**src/rtl/spi_nss_pkg.sv**
```systemverilog
package spi_nss_pkg;

  // Register addresses
  localparam logic [1:0] ADDR_CTRL = 2'd0;
  localparam logic [1:0] ADDR_DATA = 2'd1;
  localparam logic [1:0] ADDR_STAT = 2'd2;

  // Control register bit positions
  localparam int CTL_EN     = 0;
  localparam int CTL_MASTER = 1;
  localparam int CTL_SWSEL  = 2;
  localparam int CTL_SWLVL  = 3;
  localparam int CTL_DRIVE  = 4;
  localparam int CTL_DIV    = 5;

  // Status register bit positions
  localparam int STA_BUSY  = 0;
  localparam int STA_RXRDY = 1;
  localparam int STA_FAULT = 2;

  typedef enum logic {ST_IDLE, ST_SHIFT} xferState_e;

  // Strobes from control to datapath
  typedef struct packed {
    logic loadTx;
    logic riseEdge;
    logic fallEdge;
    logic finish;
  } dpStrobe_t;

endpackage

```
**src/rtl/spi_nss_ctrl.sv**
```systemverilog
module spi_nss_ctrl
  import spi_nss_pkg::*;
#(
  parameter int FRAME_W = 8,
  parameter int DIV_W   = 3
) (
  input  logic               clk,
  input  logic               rstN,
  input  logic               regWrEn,
  input  logic [1:0]         regAddr,
  input  logic [FRAME_W-1:0] regWrData,
  input  logic               nssIn,
  output dpStrobe_t          strobe,
  output logic [FRAME_W-1:0] ctrlRd,
  output logic [FRAME_W-1:0] statRd,
  output logic               busy,
  output logic               modeFault,
  output logic               sck,
  output logic               drvOe,
  output logic               nssOut,
  output logic               nssOe
);

  localparam int CNT_W = (1 << DIV_W) - 1;
  localparam int BIT_W = $clog2(FRAME_W);
  localparam logic [BIT_W-1:0] LAST_BIT = BIT_W'(FRAME_W - 1);

  logic             enBit, masterBit, swSel, swLevel, nssDrive;
  logic [DIV_W-1:0] divSel;
  logic             faultFlag, rxRdy, sckLvl;
  xferState_e       state;
  logic [CNT_W-1:0] divCnt, halfLoad;
  logic [BIT_W-1:0] bitCnt;

  logic ctrlWr, dataWr, statWr, run, faultCond, tick, accept;

  assign ctrlWr = regWrEn && (regAddr == ADDR_CTRL);
  assign dataWr = regWrEn && (regAddr == ADDR_DATA);
  assign statWr = regWrEn && (regAddr == ADDR_STAT);
  assign run    = enBit && masterBit;

  // Internal select low while acting as master means a competing master
  assign faultCond = run && (swSel ? !swLevel : (!nssDrive && !nssIn));

  always_comb begin
    logic [CNT_W:0] one;
    one      = (CNT_W+1)'(1);
    halfLoad = CNT_W'((one << divSel) - (CNT_W+1)'(1));
  end

  assign tick   = (state == ST_SHIFT) && (divCnt == '0);
  assign accept = dataWr && run && (state == ST_IDLE) && !faultCond;

  always_comb begin
    strobe.loadTx   = accept;
    strobe.riseEdge = tick && !sckLvl && !faultCond;
    strobe.fallEdge = tick && sckLvl && !faultCond;
    strobe.finish   = tick && sckLvl && !faultCond && (bitCnt == LAST_BIT);
  end

  always_ff @(posedge clk or negedge rstN) begin
    if (!rstN) begin
      enBit     <= 1'b0;
      masterBit <= 1'b0;
      swSel     <= 1'b0;
      swLevel   <= 1'b0;
      nssDrive  <= 1'b0;
      divSel    <= '0;
      faultFlag <= 1'b0;
      rxRdy     <= 1'b0;
      sckLvl    <= 1'b0;
      state     <= ST_IDLE;
      divCnt    <= '0;
      bitCnt    <= '0;
    end else if (faultCond) begin
      faultFlag <= 1'b1;
      enBit     <= 1'b0;
      masterBit <= 1'b0;
      state     <= ST_IDLE;
      sckLvl    <= 1'b0;
    end else begin
      if (ctrlWr) begin
        enBit     <= regWrData[CTL_EN] && !faultFlag;
        masterBit <= regWrData[CTL_MASTER];
        swSel     <= regWrData[CTL_SWSEL];
        swLevel   <= regWrData[CTL_SWLVL];
        nssDrive  <= regWrData[CTL_DRIVE];
        divSel    <= regWrData[CTL_DIV +: DIV_W];
      end
      if (statWr) begin
        if (regWrData[STA_FAULT]) faultFlag <= 1'b0;
        if (regWrData[STA_RXRDY]) rxRdy     <= 1'b0;
      end
      if (!run) begin
        state  <= ST_IDLE;
        sckLvl <= 1'b0;
      end else begin
        case (state)
          ST_IDLE: begin
            if (accept) begin
              state  <= ST_SHIFT;
              divCnt <= halfLoad;
              bitCnt <= '0;
              sckLvl <= 1'b0;
            end
          end
          ST_SHIFT: begin
            if (tick) begin
              divCnt <= halfLoad;
              sckLvl <= !sckLvl;
              if (sckLvl) begin
                bitCnt <= bitCnt + 1'b1;
                if (bitCnt == LAST_BIT) begin
                  state <= ST_IDLE;
                  rxRdy <= 1'b1;
                end
              end
            end else begin
              divCnt <= divCnt - 1'b1;
            end
          end
          default: state <= ST_IDLE;
        endcase
      end
    end
  end

  always_comb begin
    ctrlRd                      = '0;
    ctrlRd[CTL_EN]              = enBit;
    ctrlRd[CTL_MASTER]          = masterBit;
    ctrlRd[CTL_SWSEL]           = swSel;
    ctrlRd[CTL_SWLVL]           = swLevel;
    ctrlRd[CTL_DRIVE]           = nssDrive;
    ctrlRd[CTL_DIV +: DIV_W]    = divSel;
    statRd                      = '0;
    statRd[STA_BUSY]            = (state == ST_SHIFT);
    statRd[STA_RXRDY]           = rxRdy;
    statRd[STA_FAULT]           = faultFlag;
  end

  assign busy      = (state == ST_SHIFT);
  assign modeFault = faultFlag;
  assign sck       = sckLvl;
  assign drvOe     = run;
  assign nssOe     = !swSel && nssDrive;
  assign nssOut    = !enBit;

endmodule

```
**src/rtl/spi_nss_datapath.sv**
```systemverilog
module spi_nss_datapath
  import spi_nss_pkg::*;
#(
  parameter int FRAME_W = 8
) (
  input  logic               clk,
  input  logic               rstN,
  input  dpStrobe_t          strobe,
  input  logic [FRAME_W-1:0] txData,
  input  logic               miso,
  output logic               mosi,
  output logic [FRAME_W-1:0] rxData
);

  logic [FRAME_W-1:0] txShift;
  logic [FRAME_W-2:0] rxShift;
  logic               mosiReg;

  always_ff @(posedge clk or negedge rstN) begin
    if (!rstN) begin
      txShift <= '0;
      rxShift <= '0;
      rxData  <= '0;
      mosiReg <= 1'b0;
    end else begin
      if (strobe.loadTx) begin
        txShift <= txData;
        rxShift <= '0;
      end
      // Mode 1: present data on the leading edge
      if (strobe.riseEdge) mosiReg <= txShift[FRAME_W-1];
      // Sample on the trailing edge
      if (strobe.fallEdge) begin
        rxShift <= {rxShift[FRAME_W-3:0], miso};
        txShift <= {txShift[FRAME_W-2:0], 1'b0};
      end
      if (strobe.finish) rxData <= {rxShift, miso};
    end
  end

  assign mosi = mosiReg;

endmodule

```
**src/rtl/spi_nss_master.sv**
```systemverilog
module spi_nss_master
  import spi_nss_pkg::*;
#(
  parameter int FRAME_W = 8,
  parameter int DIV_W   = 3
) (
  input  logic               clk,
  input  logic               rstN,
  input  logic               regWrEn,
  input  logic [1:0]         regAddr,
  input  logic [FRAME_W-1:0] regWrData,
  output logic [FRAME_W-1:0] regRdData,
  output logic               busy,
  output logic               sck,
  output logic               sckOe,
  output logic               mosi,
  output logic               mosiOe,
  input  logic               miso,
  input  logic               nssIn,
  output logic               nssOut,
  output logic               nssOe
);

  dpStrobe_t          strobe;
  logic [FRAME_W-1:0] ctrlRd, statRd, rxData;
  logic               modeFault, drvOe;

  spi_nss_ctrl #(.FRAME_W(FRAME_W), .DIV_W(DIV_W)) u_ctrl (
    .clk(clk), .rstN(rstN), .regWrEn(regWrEn), .regAddr(regAddr),
    .regWrData(regWrData), .nssIn(nssIn), .strobe(strobe),
    .ctrlRd(ctrlRd), .statRd(statRd), .busy(busy), .modeFault(modeFault),
    .sck(sck), .drvOe(drvOe), .nssOut(nssOut), .nssOe(nssOe)
  );

  spi_nss_datapath #(.FRAME_W(FRAME_W)) u_dp (
    .clk(clk), .rstN(rstN), .strobe(strobe), .txData(regWrData),
    .miso(miso), .mosi(mosi), .rxData(rxData)
  );

  assign sckOe  = drvOe;
  assign mosiOe = drvOe;

  always_comb begin
    case (regAddr)
      ADDR_CTRL: regRdData = ctrlRd;
      ADDR_DATA: regRdData = rxData;
      ADDR_STAT: regRdData = statRd;
      default:   regRdData = '0;
    endcase
  end

endmodule

```
**config.mk**
```make
export PLATFORM = sky130hd
export DESIGN_NAME = spi_nss_master
export DESIGN_NICKNAME = d
export VERILOG_FILES = /design/src/rtl/spi_nss_pkg.sv /design/src/rtl/spi_nss_ctrl.sv /design/src/rtl/spi_nss_datapath.sv /design/src/rtl/spi_nss_master.sv
export SDC_FILE = /design/constraint.sdc
export NUM_CORES = 1
export LEC_CHECK = 0
export ABC_CLOCK_PERIOD_IN_PS = 2400
export BUFFER_PORTS_ARGS = -buffer_cell sky130_fd_sc_hd__buf_2
export CAP_MARGIN = 40
export CORE_MARGIN = 4
export CORE_UTILIZATION = 58
export DETAILED_ROUTE_END_ITERATION = 8
export PLACE_DENSITY = 0.9
export SYNTH_ARGS = -nofsm -noshare
export SYNTH_HDL_FRONTEND = slang
export SYNTH_SLANG_ARGS = --single-unit
```
**constraint.sdc**
```tcl
create_clock -name clk -period 2.4 [get_ports clk]
set_clock_uncertainty 0.1 [all_clocks]
set_input_delay 0.48 -clock clk [delete_from_list [all_inputs] [get_ports clk]]
set_output_delay 0.48 -clock clk [all_outputs]
set_load 0.05 [all_outputs]
```
Word-level counts from Yosys, hierarchy flattened
Cells that the tools add are included.
{"block": "classes", "n_addsub": 3, "n_eq_ne": 8, "shift": 1, "muxes": 39, "bitwise": 2, "reduce_logical": 36}
{"op": "7-bit 2-to-1 mux", "count": 4}
{"op": "1-bit 2-to-1 mux", "count": 25}
{"op": "8-bit case mux with 3 select lines", "count": 1}
{"op": "1-bit logical AND", "count": 17}
{"op": "8-bit 2-to-1 mux", "count": 2}
{"op": "7-bit case mux with 2 select lines", "count": 1}
{"op": "7-bit by 1-bit subtractor with 7-bit output, second input constant", "count": 2}
{"op": "3-bit 2-to-1 mux", "count": 3}
{"op": "1-bit zero test", "count": 8}
{"op": "4-bit inequality test, second input constant", "count": 2}
{"op": "2-bit nonzero test", "count": 4}
{"op": "7-bit zero test", "count": 1}
{"op": "1-bit by 3-bit left shift with 7-bit output, first input constant", "count": 1}
{"op": "3-bit case mux with 2 select lines", "count": 1}
{"op": "2-bit AND reduction", "count": 3}
{"op": "5-bit AND reduction", "count": 1}
{"op": "2-bit by 1-bit inequality test with 1-bit output, second input constant", "count": 2}
{"op": "1-bit case mux with 2 select lines", "count": 2}
{"op": "3-bit by 1-bit adder with 3-bit output, second input constant", "count": 1}
{"op": "3-bit equality test, second input constant", "count": 1}
{"op": "3-bit AND reduction", "count": 1}
{"op": "2-bit by 1-bit equality test with 1-bit output, second input constant", "count": 1}
{"op": "2-bit equality test, second input constant", "count": 1}
{"op": "2-bit zero test", "count": 1}
{"op": "other kinds (2)", "count": 3}
{"block": "totals", "reg_bits": 46, "out_inout_bits": 15}

Logic depth before layout (Yosys ltp)
Gate-level depths: netlist of the first run.
{"block": "logic_depth", "ltp_word": 10, "depth_mapped": 8, "mapped_depth_nobuf": 7}

Modules after synthesis
Synthesis of the first run repeated with hierarchy kept, for this count alone.
{"block": "hier_totals", "cells_unflattened": 242, "area_unflattened_um2": 2627.5}
{"module": "spi_nss_ctrl", "instances": 1, "cells_each": 141, "area_per_inst_um2": 1425.1}
{"module": "spi_nss_datapath", "instances": 1, "cells_each": 80, "area_per_inst_um2": 997.2}
{"module": "spi_nss_master", "instances": 1, "cells_each": 21, "area_per_inst_um2": 205.2}

Worst setup path after synthesis of the first run
OpenSTA, ideal clock, no wires.
{"block": "synth_timing", "path_kind": "flip-flop to output port", "startpoint": "register u_ctrl.state, in the netlist u_ctrl.busy", "endpoint": "output regRdData[0]", "t_arrival_ns": 2.153, "required_ns": 1.820, "slack_ns": -0.333, "path_stages_with_launch": 4, "path_cell_list": "dfrtp_1 > clkbuf_1 > mux2i_1 > o21ai_0"}
{"block": "synth_between", "elab_chain_len": 1}
{"item": "start: declaration", "line": "spi_nss_ctrl.sv:31", "source": "xferState_e state;"}
{"item": "start signal: assignment", "line": "spi_nss_ctrl.sv:72", "source": "state <= ST_IDLE;"}
{"item": "start signal: assignment", "line": "spi_nss_ctrl.sv:79", "source": "state <= ST_IDLE;"}
{"item": "start signal: assignment", "line": "spi_nss_ctrl.sv:95", "source": "state <= ST_IDLE;"}
{"item": "8-bit case mux with 3 select lines", "line": "spi_nss_master.sv:44", "source": "case (regAddr)"}
{"item": "end: declaration", "line": "spi_nss_master.sv:12", "source": "output logic [FRAME_W-1:0] regRdData,"}
Every way passes these cells.

Worst setup path after layout of the first run
Ends and elaborated chain as after synthesis.

==> results of run 1 <==
-- flip-flops by register name, summed over array words and instances, names as in the netlist, 3 cells and up --
name and flops:
u_ctrl.bitCnt 3, u_dp.rxData 8, u_dp.txShift 8, u_ctrl.divCnt 7
u_ctrl.divSel 3, u_dp.rxShift 7
-- layout make-up --
type	count	share of cell area [%]
Inverter	9	1.16
Sequential cell	46	39.6
Timing Repair Buffer	41	8.19
Clock inverter	2	1.29
Multi-Input combinational cell	185	45.1
Tap cell	50	2.15
Clock buffer	6	2.50
-- placed cells by master, fill, tap and decap left out, types with 2 or more instances in the layout --
cell type,n
or2_2,2
nor4_1,2
mux2_2,16
nand3_1,9
nand2_1,20
nand4_1,15
nor2b_1,6
dfrtp_1,46
o2bb2ai_1,3
ha_1,4
a31oi_1,3
and3_1,4
a21oi_1,6
o21ai_0,19
buf_4,11
clkbuf_8,5
inv_1,9
o211ai_1,2
nor2_1,13
nor3_1,5
mux2i_1,17
buf_2,29
a211oi_1,2
nor3b_1,4
xor2_1,2
nand3b_1,3
o21ai_1,6
-- cells by family after synthesis --
kind of cell / share of synthesized area (%)
AO/OA/AOI/OAI: 13.3
XOR/XNOR: 0.679
adder cells (fa/ha/maj): 1.94
buffers and inverters: 4.66
flip-flops: 44.6
multiplexers: 13.6
AND/OR/NAND/NOR: 21.2
-- what timing repair did --
| item | CTS | global route |
|---|---|---|
| endpoints found under the setup margin | 0 | 0 |
| buffers inserted | 0 | 0 |
| endpoints found under the hold margin | 5 | 0 |
| hold buffers | 1 | 0 |
-- synth_stat cells, types with 2 or more instances --
cell | count | area [um2]
o21ai_0 | 22 | 110
o2bb2ai_1 | 3 | 26.3
ha_1 | 4 | 50.1
or2_2 | 2 | 12.5
nor3_1 | 5 | 25.0
nor3b_1 | 4 | 30.0
buf_4 | 4 | 30.0
buf_2 | 6 | 30.0
clkbuf_1 | 5 | 18.8
inv_1 | 9 | 33.8
a211oi_1 | 2 | 15.0
and3_1 | 4 | 25.0
xor2_1 | 2 | 17.5
o21ai_1 | 3 | 15.0
nor2_1 | 13 | 48.8
nor2b_1 | 6 | 37.5
mux2i_1 | 17 | 170
mux2_2 | 16 | 180
nand3b_1 | 3 | 22.5
o211ai_1 | 2 | 15.0
buf_1 | 2 | 7.51
nand3_1 | 9 | 45.0
nor4_1 | 2 | 12.5
nand4_1 | 15 | 93.8
nand2_1 | 20 | 75.1
dfrtp_1 | 46 | 1150
a21oi_1 | 6 | 30.0
a31oi_1 | 3 | 18.8
-- metrics by stage --
| stage | cell area (um2) | std cells | power (uW) | setup WS [ps] | utilization, % |
|---|---|---|---|---|---|
| final | 2900 | 339 | 2400 | 299 | 70.1 |
| after global routing | 2900 | 339 | 2550 | 99.8 | 70.1 |
| after CTS | 2900 | 339 | 2410 | 290 | 70.1 |
| after floorplan | 2580 | 257 | 1630 | 40.4 | - |
| after detailed placement | 2780 | 330 | 1830 | 194 | 67.2 |
| after global placement | 2780 | 330 | 1800 | 217 | 67.2 |
-- power breakdown --
group          total (uW)  switching, uW  leakage [uW]  internal, uW
registers            1110            177      0.000599           936
logic                 710            421      0.000732           290
clock network         581            270     0.0000514           311
total                2400            868       0.00138          1540
-- how the worst min path moves through the flow --
stage / from / to / slack (ps) / cells past startpoint
6_report: regWrData[5] / u_ctrl.divSel[0] / 320 / 2
2_1_floorplan: rstN / u_ctrl.bitCnt[0] / 80 / 0
3_3_place_gp: rstN / u_ctrl.divCnt[1] / 220 / 1
5_1_grt: regWrData[5] / u_ctrl.divSel[0] / 310 / 2
4_1_cts: regWrData[5] / u_ctrl.divSel[0] / 310 / 2
3_5_place_dp: rstN / u_ctrl.divCnt[0] / 210 / 1
-- per-layer routing --
metal	vias up	part of all wire, %	track usage [%]
met3	21	4.8	5.87
met5	-	0	0
li1	1004	-	-
met1	1036	45	32.0
met2	62	48	37.8
met4	0	2.9	8.30
==> results.sh, run 1 <==
export IMPL_crit_arrival_ps=1520
export IMPL_wl_um=5970
export IMPL_multi_input_area_mm2=0.00131
export IMPL_antenna_found_initial=0
export IMPL_slew_violations=0
export IMPL_cts_sinks=46
export IMPL_worst_ir_drop_vdd_mv=0.516
export IMPL_cts_tree="yes"
export IMPL_period_share_pct=87.5
export IMPL_synth_edf_count=0
export IMPL_worstPathCellList="buf_4, mux2i_1, o21ai_1, buf_2"
export IMPL_tns_ps=0
export IMPL_core_mm2=0.00414
export IMPL_crit_buf_inv=2
export IMPL_max_stage_delay_ps=500
export IMPL_cp_depth=4
export IMPL_synth_fp_nets=276
export IMPL_num_nets_final=307
export IMPL_seq_area_mm2=0.00115
export IMPL_clock_path_buffers=2
export IMPL_place_gp_congestion=0.862
export IMPL_synth_seq_cells=46
export IMPL_worstSetupStartpoint="u_ctrl.busy"
export IMPL_p_leak_uw=0.00138
export IMPL_grt_max_degree=28
export IMPL_crit_path_end_kind="output pin"
export IMPL_synth_flop_cell="dfrtp_1"
export IMPL_io_buffer_count=29
export IMPL_drtAntennaViolNets=0
export IMPL_fmax_mhz=476
export IMPL_hpwl_um=4390
export IMPL_layout_drive_gt1_share_pct=26.0
export IMPL_crit_path_start_kind="flop"
export IMPL_synth_seq_area_share_pct=44.6
export IMPL_synthDistinctLibCells=50
export IMPL_grt_ovfl_total=0
export IMPL_io_pins=30
export IMPL_die_w_um=74.7
export IMPL_clk_latency_ps=300
export IMPL_die_h_um=74.7
export IMPL_cts_max_level=2
export IMPL_grtUsageTotal_pct=23.8
export IMPL_n_fill_cell=316
export IMPL_hold_path_class="input pin to flop"
export IMPL_critPathKind="flop to output pin"
export IMPL_num_rows=23
export IMPL_relSlewSlack_pct=62.4
export IMPL_clk_pin_slew_ps=90
export IMPL_drt_iter0_drc=152
export IMPL_antenna_cells=0
export IMPL_cap_violations=0
export IMPL_drc=0
export IMPL_avgSynthCellArea_um2=10.0
export IMPL_period_needed_ps=2100
export IMPL_rr_endpoint="u_dp.rxData[1]"
export IMPL_setup_viol=0
export IMPL_detail_route_wl_per_cell_um=17.6
export IMPL_worst_r2r_setup_slack_ps=300
export IMPL_status="finished clean"
export IMPL_syn2layout_area_growth_pct=12.6
export IMPL_cts_resized=0
export IMPL_power_density_mw_per_mm2=828
export IMPL_worstPathRequired_ps=1820
export IMPL_cts_made_buffers=5
export IMPL_cts_root_buf="clkbuf_8"
export IMPL_via_per_inst=6.26
export IMPL_grt_pass1_wl_um=10100
export IMPL_die_area_mm2=0.00558
export IMPL_path_delay_family="flip-flops"
export IMPL_worstMarginPinSlew_ps=563
export IMPL_cp_endpoint="regRdData[0]"
export IMPL_rr_worst_depth=6
export IMPL_finalHoldViolCount=0
export IMPL_hold_ws_ps=315
export IMPL_start_util_pct=62.3
export IMPL_slowest_stage="dfrtp_1"
export IMPL_crit_fanout=8
export IMPL_rsz0062_at_grt="no"
export IMPL_synthArstFlopShare_pct=100
export IMPL_vias=2123
export IMPL_first_pass_iters=4
export IMPL_syn_area_mm2=0.00258
export IMPL_yosysWarningCount=0
export IMPL_syn_inst=257
export IMPL_crit_reg2reg_launch="u_ctrl.divCnt[0]"
export IMPL_grt_pass1_vias=2076
(Power assumes the default switching activity.)
==> run 2, diff against run 1 <==
--- a/config.mk
+++ b/config.mk
@@ -6,12 +6,12 @@
 export NUM_CORES = 1
 export LEC_CHECK = 0
 export ABC_CLOCK_PERIOD_IN_PS = 2400
-export BUFFER_PORTS_ARGS = -buffer_cell sky130_fd_sc_hd__buf_2
 export CAP_MARGIN = 40
 export CORE_MARGIN = 4
-export CORE_UTILIZATION = 58
+export CORE_UTILIZATION = 60
 export DETAILED_ROUTE_END_ITERATION = 8
-export PLACE_DENSITY = 0.9
+export DONT_BUFFER_PORTS = 1
+export PLACE_DENSITY = 0.87
 export SYNTH_ARGS = -nofsm -noshare
 export SYNTH_HDL_FRONTEND = slang
 export SYNTH_SLANG_ARGS = --single-unit
==> results.sh, run 2 (synthesized netlist as in run 1, its figures left out) <==
export IMPL_status="finished clean"
export IMPL_crit_reg2reg_launch="u_ctrl.divSel[1]"
export IMPL_final_cell_mix="46 x dfrtp_1, 20 x nand2_1, 19 x o21ai_0, 19 x buf_4, 17 x mux2i_1"
export IMPL_syn2layout_area_growth_pct=11.6
export IMPL_rr_worst_depth=6
export IMPL_crit_arrival_ps=2310
export IMPL_wl_um=6110
export IMPL_critPathKind="flop to flop"
export IMPL_instances_no_fill=319
export IMPL_cts_made_buffers=5
export IMPL_start_util_pct=63.1
export IMPL_num_nets_final=287
export IMPL_fin_area_mm2=0.00288
export IMPL_hold_path_class="input pin to flop"
export IMPL_num_rows=23
export IMPL_grt_pass1_wl_um=10300
export IMPL_cts_max_level=2
export IMPL_rsz0062_at_grt="no"
export IMPL_rr_endpoint="u_ctrl.divCnt[4]"
export IMPL_layout_drive_gt1_share_pct=21.2
export IMPL_cts_setup_buffers=0
export IMPL_fmax_mhz=445
export IMPL_drc=0
export IMPL_final_common_cell="dfrtp_1"
export IMPL_worst_r2r_setup_slack_ps=150
export IMPL_vias=2086
export IMPL_min_to="u_dp.rxData[0]"
export IMPL_placed_area_mm2=0.00270
export IMPL_period_share_pct=93.6
export IMPL_core_mm2=0.00409
export IMPL_grtUsageTotal_pct=24.6
export IMPL_dp_cells=309
export IMPL_worst_ir_drop_vdd_mv=0.613
export IMPL_period_needed_ps=2250
export IMPL_hpwl_um=4230
export IMPL_die_area_mm2=0.00541
export IMPL_cts_root_buf="clkbuf_8"
export IMPL_grt_pass1_vias=2051
export IMPL_grt_max_degree=47
export IMPL_power_density_mw_per_mm2=884
export IMPL_clock_path_buffers=2
export IMPL_die_h_um=73.6
export IMPL_clk_pin_slew_ps=90
export IMPL_tns_ps=0
export IMPL_holdCritStartpoint="miso"
export IMPL_crit_path_start_kind="flop"
export IMPL_first_pass_iters=5
export IMPL_die_w_um=73.6
export IMPL_cts_sinks=46
export IMPL_final_core_util_pct=70.5
export IMPL_antenna_found_initial=0
export IMPL_reg_top3="u_dp.rxData x8, u_dp.txShift x8"
export IMPL_place_gp_congestion=0.857
export IMPL_via_per_inst=6.54
export IMPL_io_buffer_count=0
export IMPL_antenna_cells=0
export IMPL_grt_ovfl_total=0
export IMPL_hold_ws_ps=226
export IMPL_cts_tree="yes"
export IMPL_worstMarginPinSlew_ps=643
export IMPL_clk_latency_ps=300
export IMPL_hold_path_depth=1
export IMPL_slew_violations=0
export IMPL_detail_route_wl_per_cell_um=19.2
export IMPL_setup_viol=0
export IMPL_crit_path_end_kind="flop"
export IMPL_worstPathRequired_ps=2460
export IMPL_p_leak_uw=0.00133
export IMPL_io_pins=30
export IMPL_drt_iter0_drc=211
export IMPL_crit_fanout=7
export IMPL_finalHoldViolCount=0
export IMPL_relSlewSlack_pct=57.1
export IMPL_cap_violations=0
export IMPL_drtAntennaViolNets=0
==> run 2: worst max path at each step <==
stage	slack, ps	start	cells past startpoint	endpoint
5_1_grt	80	u_ctrl.divSel[1]	6	u_ctrl.divCnt[4]
2_1_floorplan	40	u_ctrl.busy	3	regRdData[0]
3_5_place_dp	210	u_ctrl.divCnt[0]	6	u_dp.txShift[7]
3_3_place_gp	280	u_ctrl.divCnt[0]	6	u_dp.txShift[3]
4_1_cts	200	u_ctrl.divSel[1]	6	u_ctrl.divCnt[4]
6_report	150	u_ctrl.divSel[1]	6	u_ctrl.divCnt[4]
==> run 2: critical path, stage by stage (launching register included) <==
cell       delay (ps)
dfrtp_1           460
nor3_1            370
inv_1             100
ha_1              300
a21o_1            220
a2111oi_0         440
a211oi_1          140
==> run 2: per-stage QoR <==
stage | setup slack (ps) | power [uW]
final | 154 | 2550
after global placement | 276 | 1770
after detailed placement | 210 | 1800
after floorplan | 40.4 | 1630
after global routing | 80.2 | 2680
after CTS | 204 | 2540
==> run 2: final cells by class <==
| cell class | instances | area, um2 |
|---|---|---|
| Inverter | 9 | 33.8 |
| Fill cell | 299 | 1210 |
| Multi-Input combinational cell | 185 | 1310 |
| Tap cell | 50 | 62.6 |
| Sequential cell | 46 | 1150 |
| Timing Repair Buffer | 21 | 180 |
| Clock inverter | 2 | 60.1 |
| Clock buffer | 6 | 82.6 |
==> run 2: per-layer routing <==
layer | global-route usage [%] | wire length [um]
met3 | 6.02 | 466
met1 | 33.1 | 2620
met5 | 0 | 0
met4 | 7.65 | 82
met2 | 39.1 | 2940
==> run 2: report_power, final <==
part,internal (uW),switching [uW]
logic,296,420
clock network,444,269
registers,936,181
total,1680,869
==> run 2: timing repair <==
action                     in CTS  in global routing
hold buffers                    2                  0
setup endpoints to repair       0                  2
hold endpoints to repair       46                  0
gates resized for setup         0                  1
==> run 3, diff against run 2 <==
--- a/config.mk
+++ b/config.mk
@@ -14,4 +14,5 @@
 export PLACE_DENSITY = 0.87
 export SYNTH_ARGS = -nofsm -noshare
 export SYNTH_HDL_FRONTEND = slang
+export SYNTH_HIERARCHICAL = 1
 export SYNTH_SLANG_ARGS = --single-unit
==> results.sh, run 3 <==
export IMPL_p_int_uw=1710
export IMPL_cts_max_level=2
export IMPL_status="finished clean"
export IMPL_die_h_um=74.2
export IMPL_grtUsageTotal_pct=23.1
export IMPL_hold_ws_ps=208
export IMPL_layout_drive_gt1_share_pct=25.3
export IMPL_placed_area_mm2=0.00264
export IMPL_power_frac_seq_pct=43.6
export IMPL_syn_area_mm2=0.00263
export IMPL_period_needed_ps=2300
export IMPL_first_pass_iters=4
export IMPL_dp_slack_ps=80.5
export IMPL_ys_top_cells_by_count="46 x dfrtp_1, 20 x mux2i_1, 19 x nand2_1"
export IMPL_cts_sinks=46
export IMPL_hpwl_um=4030
export IMPL_final_common_cell="dfrtp_1"
export IMPL_drtAntennaViolNets=0
export IMPL_p_leak_uw=0.00125
export IMPL_clock_path_buffers=2
export IMPL_p_clk_share_pct=27.2
export IMPL_io_pins=30
export IMPL_grt_ovfl_total=0
export IMPL_period_share_pct=95.9
export IMPL_num_rows=23
export IMPL_synthArstFlopShare_pct=100
export IMPL_hold_path_class="input pin to flop"
export IMPL_synth_seq_cells=46
export IMPL_crit_path_start_kind="flop"
export IMPL_worst_ir_drop_vdd_mv=0.560
export IMPL_crit_fanout=8
export IMPL_setup_viol=0
export IMPL_synth_top_area_share_pct=43.8
export IMPL_cts_tree="yes"
export IMPL_finalHoldViolCount=0
export IMPL_synth_seq_area_share_pct=43.8
export IMPL_p_sw_uw=861
export IMPL_syn_inst=242
export IMPL_crit_path_end_kind="flop"
export IMPL_drc=0
export IMPL_slew_violations=0
export IMPL_fin_area_mm2=0.00285
export IMPL_relSlewSlack_pct=51.0
export IMPL_cts_root_buf="clkbuf_8"
export IMPL_power_density_mw_per_mm2=904
export IMPL_synth_area_top_cells="dfrtp_1 44%, mux2i_1 7.6%, buf_4 4.6%"
export IMPL_synth_flop_cell="dfrtp_1"
export IMPL_slowest_stage="dfrtp_1"
export IMPL_clk_pin_slew_ps=80
export IMPL_synth_edf_count=0
export IMPL_num_nets_final=266
export IMPL_start_util_pct=63.8
export IMPL_worstPathRequired_ps=2480
export IMPL_die_w_um=74.2
export IMPL_grt_pass1_wl_um=9520
export IMPL_yosysMostFrequentCell="dfrtp_1"
export IMPL_clk_latency_ps=300
export IMPL_detail_route_wl_per_cell_um=19.0
export IMPL_n_fill_cell=281
export IMPL_max_stage_delay_ps=410
export IMPL_critPathKind="flop to flop"
export IMPL_wl_um=5690
export IMPL_worstPathCellList="inv_1, ha_2, nor4b_4, nand3_2, or2_2, nor2_2, buf_6, mux2_2"
export IMPL_syn2layout_area_growth_pct=8.33
export IMPL_yosysWarningCount=6
export IMPL_avgSynthCellArea_um2=10.9
export IMPL_core_mm2=0.00412
export IMPL_cts_made_buffers=5
export IMPL_place_gp_congestion=0.916
export IMPL_p_sw_share_pct=33.5
export IMPL_crit_arrival_ps=2380
export IMPL_synthDistinctLibCells=52
export IMPL_grt_pass1_vias=1890
export IMPL_drt_iter0_drc=239
export IMPL_reg_top3="u_dp/rxData x8, u_dp/txShift x8"
export IMPL_worst_slack_ps=97.9
export IMPL_cap_violations=0
export IMPL_pwr_share_comb_pct=29.2
export IMPL_yosysTopAreaCell="dfrtp_1"
export IMPL_fmax_mhz=434
export IMPL_final_cell_mix="46 x dfrtp_1, 20 x mux2i_1, 19 x buf_4, 19 x nand2_1, 15 x o21ai_0"
export IMPL_worst_r2r_setup_slack_ps=100
export IMPL_via_per_inst=6.16
export IMPL_die_area_mm2=0.00550
export IMPL_antenna_found_initial=0
export IMPL_grt_max_degree=47
export IMPL_antenna_cells=0
export IMPL_io_buffer_count=0
export IMPL_vias=1843
export IMPL_worstMarginPinSlew_ps=734
==> run 3: kinds of logic after synthesis <==
logic type | count (synthesis) | synth area share [%]
compound gates | 51 | 14.8
flops | 46 | 43.8
mux | 37 | 15.9
buf+inv | 39 | 10.1
xor+xnor | 1 | 0.333
simple gates | 64 | 13.4
fa+ha+maj | 3 | 1.43
other cells | 1 | 0.143
==> run 3: power groups by stage <==
stage               sequential (uW)  combinational [uW]  clock, uW
finish                         1120                 752        699
global route                   1150                 827        740
CTS                            1120                 723        709
detailed placement             1130                 695          0
global placement               1110                 666          0
floorplan                      1080                 609          0
==> run 3: per-stage QoR <==
step	utilization (%)	std cells	TNS (ps)	total power, uW
2_1_floorplan	-	246	0	1680
3_3_place_gp	64.0	287	0	1780
3_5_place_dp	64.2	288	0	1820
4_1_cts	68.6	298	0	2550
5_1_grt	69.2	299	-23.4	2710
6_report	69.2	299	0	2570
==> run 3: final timing paths <==
kind                                        from                to  cells past startpoint
worst max register to register  u_ctrl/divCnt[0]    u_dp/rxData[5]                      8
worst max-delay path            u_ctrl/divCnt[0]    u_dp/rxData[5]                      8
worst min register to register   u_dp/txShift[6]   u_dp/txShift[7]                      2
worst min-delay path                        miso   u_dp/rxShift[0]                      2
max in group asynchronous                   rstN  u_ctrl/masterBit                      2
min in group asynchronous                   rstN  u_ctrl/divCnt[6]                      2
==> run 3: area by class of cell <==
class | count | area [um2] | area share [%]
Multi-Input combinational cell | 161 | 1240 | 43.5
Sequential cell | 46 | 1150 | 40.4
Timing Repair Buffer | 23 | 211 | 7.43
Clock buffer | 6 | 82.6 | 2.90
Tap cell | 50 | 62.6 | 2.20
Clock inverter | 2 | 60.1 | 2.11
Inverter | 11 | 41.3 | 1.45
==> run 3: what timing repair did <==
action,CTS,global route
hold endpoints to repair,46,0
setup buffers,0,1
hold buffers,2,0
gates resized for setup,0,5
endpoints found under the setup margin,0,13
==> run 3: worst max-delay path: cells and delay by family (launching register included) <==
kind | cells | cell delay (ps)
buffers and inverters | 2 | 250
AND/OR/NAND/NOR | 4 | 890
adder cells (fa/ha/maj) | 1 | 200
multiplexers | 1 | 330
flip-flops | 1 | 410
==> run 3: per-layer routing <==
layer / vias to the layer above / wire (um) / track usage [%] / part of all wire, %
met1: 917 / 2380 / 29.4 / 42
met5: - / 0 / 0 / 0
met4: 0 / 99 / 9.66 / 1.7
met3: 10 / 427 / 6.49 / 7.5
li1: 849 / - / - / -
met2: 67 / 2780 / 37.3 / 49
